<file path="config.mk">
export PLATFORM = sky130hd
export DESIGN_NAME = uart_rx_gate
export DESIGN_NICKNAME = d
export VERILOG_FILES = /design/src/rtl/uart_rx_gate_pkg.sv /design/src/rtl/rx_activity_track.sv /design/src/rtl/rx_disable_latch.sv /design/src/rtl/rx_char_classify.sv /design/src/rtl/uart_rx_gate.sv
export SDC_FILE = /design/constraint.sdc
export NUM_CORES = 1
export LEC_CHECK = 0
export BUFFER_PORTS_ARGS = -buffer_cell sky130_fd_sc_hd__clkbuf_2
export CAP_MARGIN = 20
export CORE_AREA = 3 3 40 42
export DETAILED_ROUTE_END_ITERATION = 6
export DIE_AREA = 0 0 43 45
export GPL_TIMING_DRIVEN = 0
export PLACE_DENSITY = 0.85
export SYNTH_ARGS = -nofsm -noshare
export SYNTH_HDL_FRONTEND = slang
export SYNTH_HIERARCHICAL = 1
export SYNTH_SLANG_ARGS = --single-unit
</file>
<file path="constraint.sdc">
create_clock -name clk -period 2 [get_ports clk]
set_clock_uncertainty 0.2 [all_clocks]
set_input_delay 0.4 -clock clk [delete_from_list [all_inputs] [get_ports clk]]
set_output_delay 0.4 -clock clk [all_outputs]
set_load 0.1 [all_outputs]
</file>
<file path="src/rtl/uart_rx_gate_pkg.sv">
package uart_rx_gate_pkg;

  typedef struct packed {
    logic is_xon;
    logic is_xoff;
    logic is_special;
  } char_class_t;

  // Decide what the byte is. A flow code wins over the special match.
  function automatic char_class_t classify_char(
    input logic [7:0] data,
    input logic [7:0] xon,
    input logic [7:0] xoff,
    input logic [7:0] spec
  );
    char_class_t c;
    c.is_xon     = (data == xon);
    c.is_xoff    = (data == xoff);
    c.is_special = (data == spec) && !c.is_xon && !c.is_xoff;
    return c;
  endfunction

  // Store decision for a completed character.
  function automatic logic store_decision(
    input logic         disabled,
    input logic         keep_flow,
    input char_class_t  c
  );
    logic flow;
    flow = c.is_xon || c.is_xoff;
    return !disabled && (!flow || keep_flow);
  endfunction

endpackage

</file>
<file path="src/rtl/rx_activity_track.sv">
module rx_activity_track (
  input  logic clk,
  input  logic rst_n,
  input  logic rx_start,
  input  logic char_valid,
  output logic busy
);
  logic busy_q;

  always_ff @(posedge clk or negedge rst_n) begin
    if (!rst_n)          busy_q <= 1'b0;
    else if (rx_start)   busy_q <= 1'b1;
    else if (char_valid) busy_q <= 1'b0;
  end

  assign busy = busy_q;

  assert_start_sets_busy_R5: assert property (@(posedge clk) disable iff (!rst_n)
    rx_start |=> busy);
  assert_end_clears_busy_R5: assert property (@(posedge clk) disable iff (!rst_n)
    (char_valid && !rx_start) |=> !busy);
endmodule

</file>
<file path="src/rtl/rx_disable_latch.sv">
module rx_disable_latch (
  input  logic clk,
  input  logic rst_n,
  input  logic busy,
  input  logic char_valid,
  input  logic disable_req,
  output logic disabled
);
  logic dis_q;
  logic boundary;

  // A boundary is any edge that is not inside a character.
  assign boundary = char_valid || !busy;

  always_ff @(posedge clk or negedge rst_n) begin
    if (!rst_n)        dis_q <= 1'b0;
    else if (boundary) dis_q <= disable_req;
  end

  assign disabled = dis_q;

  assert_hold_midchar_R5: assert property (@(posedge clk) disable iff (!rst_n)
    (busy && !char_valid) |=> $stable(disabled));
  assert_take_at_boundary_R4: assert property (@(posedge clk) disable iff (!rst_n)
    (!busy || char_valid) |=> (disabled == $past(disable_req)));
endmodule

</file>
<file path="src/rtl/rx_char_classify.sv">
module rx_char_classify
  import uart_rx_gate_pkg::*;
#(
  parameter int DATA_W = 8
) (
  input  logic [DATA_W-1:0] char_data,
  input  logic [DATA_W-1:0] xon_char,
  input  logic [DATA_W-1:0] xoff_char,
  input  logic [DATA_W-1:0] special_char,
  output char_class_t       cls
);
  localparam int PAD = (DATA_W < 8) ? 8 - DATA_W : 0;

  generate
    if (DATA_W == 8) begin : g_byte
      assign cls = classify_char(char_data, xon_char, xoff_char, special_char);
    end else if (DATA_W < 8) begin : g_narrow
      assign cls = classify_char({{PAD{1'b0}}, char_data}, {{PAD{1'b0}}, xon_char},
                                 {{PAD{1'b0}}, xoff_char}, {{PAD{1'b0}}, special_char});
    end else begin : g_wide
      assign cls.is_xon     = (char_data == xon_char);
      assign cls.is_xoff    = (char_data == xoff_char);
      assign cls.is_special = (char_data == special_char) &&
                              (char_data != xon_char) && (char_data != xoff_char);
    end
  endgenerate
endmodule

</file>
<file path="src/rtl/uart_rx_gate.sv">
module uart_rx_gate
  import uart_rx_gate_pkg::*;
#(
  parameter int DATA_W = 8
) (
  input  logic              clk,
  input  logic              rst_n,
  input  logic              disable_req,
  input  logic              store_flow,
  input  logic [DATA_W-1:0] xon_char,
  input  logic [DATA_W-1:0] xoff_char,
  input  logic [DATA_W-1:0] special_char,
  input  logic              rx_start,
  input  logic              char_valid,
  input  logic [DATA_W-1:0] char_data,
  output logic              fifo_wr,
  output logic [DATA_W-1:0] fifo_data,
  output logic              xon_hit,
  output logic              xoff_hit,
  output logic              special_hit,
  output logic              rx_disabled
);
  logic        busy;
  logic        dis_eff;
  char_class_t cls;
  logic        ev_store;
  logic        ev_flow;

  rx_activity_track u_track (
    .clk(clk), .rst_n(rst_n), .rx_start(rx_start),
    .char_valid(char_valid), .busy(busy)
  );

  rx_disable_latch u_dis (
    .clk(clk), .rst_n(rst_n), .busy(busy), .char_valid(char_valid),
    .disable_req(disable_req), .disabled(dis_eff)
  );

  rx_char_classify #(.DATA_W(DATA_W)) u_cls (
    .char_data(char_data), .xon_char(xon_char), .xoff_char(xoff_char),
    .special_char(special_char), .cls(cls)
  );

  assign ev_flow  = cls.is_xon || cls.is_xoff;
  assign ev_store = store_decision(dis_eff, store_flow, cls);

  assign fifo_wr     = char_valid && ev_store;
  assign fifo_data   = char_data;
  assign xon_hit     = char_valid && cls.is_xon;
  assign xoff_hit    = char_valid && cls.is_xoff;
  assign special_hit = char_valid && !dis_eff && cls.is_special;
  assign rx_disabled = dis_eff;

  assert_no_write_disabled_R3: assert property (@(posedge clk) disable iff (!rst_n)
    rx_disabled |-> !fifo_wr);
  assert_no_special_disabled_R7: assert property (@(posedge clk) disable iff (!rst_n)
    rx_disabled |-> !special_hit);
  assert_quiet_no_strobe_R9: assert property (@(posedge clk) disable iff (!rst_n)
    !char_valid |-> !(fifo_wr || xon_hit || xoff_hit || special_hit));
  assert_flow_kept_R8: assert property (@(posedge clk) disable iff (!rst_n)
    (ev_flow && !store_flow) |-> !fifo_wr);
  assert_xon_on_disabled_R6: assert property (@(posedge clk) disable iff (!rst_n)
    (char_valid && rx_disabled && char_data == xon_char) |-> xon_hit);
  assert_special_excl_R7: assert property (@(posedge clk) disable iff (!rst_n)
    special_hit |-> !(xon_hit || xoff_hit));
endmodule

</file>
Yosys cells after proc, flatten, opt, wreduce, memory -nomap -nowiden:

Index checks and enable logic that the tools add are counted.

* flip-flop bits (word level): 2
* bits of input ports: 38
* output and inout port bits: 13
* logic and storage cells: 24

* equal/unequal tests: 3
* mux-type cells: 2
* reduce and logical (&&, ||, !) cells: 17

Operator list (count)
* $eq A8 B8 Y1: 3
* $logic_and A1 B1 Y1: 8
* $logic_not A1 Y1: 5
* $logic_or A1 B1 Y1: 3
* $mux W1: 2
* $reduce_bool A2 Y1: 1

Longest topological paths before layout:

* depth after elaboration: 6
* mapped depth: 5
* depth with buffers taken out: 5

Hierarchy:

The synthesis kept the hierarchy.

By module, submodules not included
* rx_char_classify: times used 1, cells an instance 33, area each 267.8 sq um, sequential area each 0.0 sq um
* uart_rx_gate: times used 1, cells an instance 13, area each 97.6 sq um, sequential area each 0.0 sq um
* rx_disable_latch: times used 1, cells an instance 3, area each 46.3 sq um, sequential area each 25.0 sq um
* rx_activity_track: times used 1, cells an instance 3, area each 36.3 sq um, sequential area each 25.0 sq um

Worst setup path after synthesis:

OpenSTA, ideal clock, no wires.

* path type: register to output
* from: reg u_dis.dis_q (netlist: u_dis/disabled)
* to: out fifo_wr
* arrival: 1.707 ns
* required time: 1.400 ns
* path slack: -0.307 ns
* stages on the path, launching flop included: 2
* buffers on the path: 0
* path through: dfrtp_1 -> and3b_1

* word-level cells in the longest chain between the ends: 3

Ends and longest elaborated chain
* from (decl): RTL line rx_disable_latch.sv:9 `logic dis_q;`
* from (signal assigned): RTL line rx_disable_latch.sv:17 `else if (boundary) dis_q <= disable_req;`
* $logic_not A1 Y1: RTL line uart_rx_gate_pkg.sv:31 `return !disabled && (!flow || keep_flow);`
* $logic_and A1 B1 Y1: RTL line uart_rx_gate_pkg.sv:31
* $logic_and A1 B1 Y1: RTL line uart_rx_gate.sv:47 `assign fifo_wr = char_valid && ev_store;`
* to (decl): RTL line uart_rx_gate.sv:16 `output logic fifo_wr,`

No other way between the ends.

==> results.toml <==
[worst_setup_path]
endpoint_kind = "output pin"
cp_top_family = "simple AND/OR/NAND/NOR gates"
path_buf_inv = 2
critical_path.max_fanout = 4
cp-start-kind = "input port"
cpMaxStageDelayCell = "and3b_2"
arrival_ns = 1.55
max_stage_delay_ns = 0.23
cp.required_ns = 1.40
critical_path_class = "input port to output pin"
crit_chain = "clkbuf_8 > xnor2_1 > nand4_1 > nor2_2 > o21bai_1 > and3b_2 > clkbuf_16"

[power_and_ir_drop]
ir_worst_vdd_v = 0.0002746
netSwitchingPower_uw = 182.8
power_frac_comb_pct = 65.0
p_sw_share_pct = 43.53
pwr-share-clk_pct = 23.7
power_frac_seq_pct = 11.3
p_int_uw = 237.1
leakagePower_nw = 0.4897
p_per_area_mw_per_mm2 = 425.9

[finish]
final_util_pct = 76.73
final_area_um2 = 985.9
diodes = 0
nNetsFinal = 146
syn_to_final_growth_pct = 120.1
instances_no_fill = 122
fill_cells = 98
drive_gt1_share_pct = 74.77
multi_input_area_um2 = 422.9
seqCellArea_um2 = 51.30

[sta]
drv_slew = 0
rsz0062_at_grt = "true"
worstMarginPinSlew_ns = 0.5622
setup_violations = 2
slew_headroom_pct = 62.68
fin_crit_ns = 2.146
hold_viol = 0
fin_crit_sh_pct = 107.3
fmax_mhz = 466.0
layout_setup_ws_ns = -0.1459

[job]
maxCapViolCount = 0

[placed_design]
place_congestion = 0.7119
dpl.hpwl_um = 1167
io_buffers = 50
dp.cells = 117
post-place-ws_ns = -0.3646
place_area_um2 = 725.7

[drt]
drc_errors = 0
drt_wl_total_um = 1659
first_pass_iters = 4
drt_iter0_drc = 4
viasPerCell = 4.705
wl_per_cell_um = 13.60
routed-via-count = 574
ant_nets = 0

[clocking]
cts_setup_buffers = 0
cts_buffers = 3
clock_path_buffers = 2
cts-root-buf = "clkbuf_4"
clkTransAtPathRegs_ns = 0.03
clk_latency_ns = 0.23
cts_tree = "built"
cts.sinks = 2
htree_levels = 1

[floorplanning]
coreArea_mm2 = 0.001285
die_h_um = 45
num_io_pins = 51
die_w_um = 43
row_count = 13
start_util_pct = 34.86
die-area_mm2 = 0.001935

[grt]
grt-ovfl-total = 0
grt_first_pass_wirelength_um = 2559
grt_antenna_before_repair = 0
grt_usage_pct = 17.75
grt_pass1_vias = 607
grt_max_degree = 7

[status]
violations = "setup timing"
outcome = "finished, violations left"

[synth]
ys_seq_area_share_pct = 11.17
yosysUniqueCellTypes = 13
netlist_area_um2 = 447.9
synth_fp_nets = 90
ys_ff_latch = 2
postSynthAreaPerCell_um2 = 8.614
yosysWarnings = 6
synthCells = 52

[min_path]
hold_class = "input port to flip-flop"
per-stage QoR:
stage,total power [mW],TNS (ns),hold WS [ns]
after floorplan,0.2067,0,-0.09559
after global placement,0.2703,-1.127,-0.01559
after detailed placement,0.2730,-1.188,-0.01384
after CTS,0.4102,-0.1925,0.1594
after global routing,0.4476,-0.4836,0.1586
final,0.4199,-0.2727,0.1682
final timing paths:
path | from | end | slack, ns | cells after the start
max in group asynchronous | rst_n | u_track/busy | 1.20 | 2
hold / removal | rx_start | u_track/busy | 0.17 | 2
setup / recovery | char_data[5] | fifo_wr | -0.15 | 7
min in group asynchronous | rst_n | u_dis/disabled | 0.29 | 2
hold reg to reg | u_track/busy | u_track/busy | 0.28 | 1
setup reg to reg | u_track/busy | u_dis/disabled | 0.93 | 2
synth_stat cells:
cell type | number | share of area, %
inv_1 | 1 | 0.84
and2_1 | 2 | 2.8
mux2_4 | 1 | 3.4
dfrtp_1 | 2 | 11
a21o_1 | 1 | 1.7
nor4_2 | 1 | 2.8
nand2b_1 | 1 | 1.4
nor2_1 | 2 | 1.7
xnor2_1 | 24 | 47
o21bai_1 | 1 | 1.7
and3b_1 | 2 | 3.9
buf_4 | 8 | 13
nand4_1 | 6 | 8.4
placed cells by master (no fill, tap or decap), drive strengths merged:
master,count
a21o,1
and2,2
and3b,2
buf,14
clkbuf,48
dfrtp,2
dlygate4sd3,1
inv,1
mux2,1
nand2b,1
nand4,6
nor2,2
nor4,1
o21bai,1
xnor2,24
kinds of logic after synthesis:
family | share of synthesized area, %
XOR/XNOR | 46.93
AND/OR/NAND/NOR | 20.95
buffers and inverters | 14.25
AO/OA/AOI/OAI | 3.353
flip-flops | 11.17
multiplexers | 3.351
state kept, by name, indices dropped and copies added, names as in the netlist:
signal	cells
u_dis/disabled	1
u_track/busy	1
power groups by stage:
stage / logic [mW] / clock network [mW] / registers, mW
6_report: 0.273 / 0.0997 / 0.0474
5_1_grt: 0.287 / 0.113 / 0.0481
4_1_cts: 0.258 / 0.105 / 0.0469
2_1_floorplan: 0.145 / 0 / 0.0621
3_3_place_gp: 0.223 / 0 / 0.0471
3_5_place_dp: 0.226 / 0 / 0.0474
final cells by class:
cell class | count | share of cell area, %
Timing Repair Buffer | 51 | 40.86
Inverter | 1 | 0.3807
Tap cell | 15 | 1.904
Sequential cell | 2 | 5.203
Clock buffer | 4 | 2.665
Multi-Input combinational cell | 41 | 42.89
Buffer | 8 | 6.091
timing repair:
item / CTS / global route
setup endpoints to repair: 4 / 4
hold buffers: 1 / 0
resized for setup: 27 / 16
pin swaps: 11 / 10
hold endpoints to repair: 2 / 0
routing by layer:
layer  wire length [um]  vias up  part of all wire [%]  GRT usage (%)
li1                   -      279                     -              -
met1                504      253                    30          16.91
met2                926       32                    56          33.23
met3                124       10                   7.5          3.984
met4                103        0                   6.2          13.25
met5                  0        -                     0              0
Note: power is estimated with default switching activity, not from simulation.
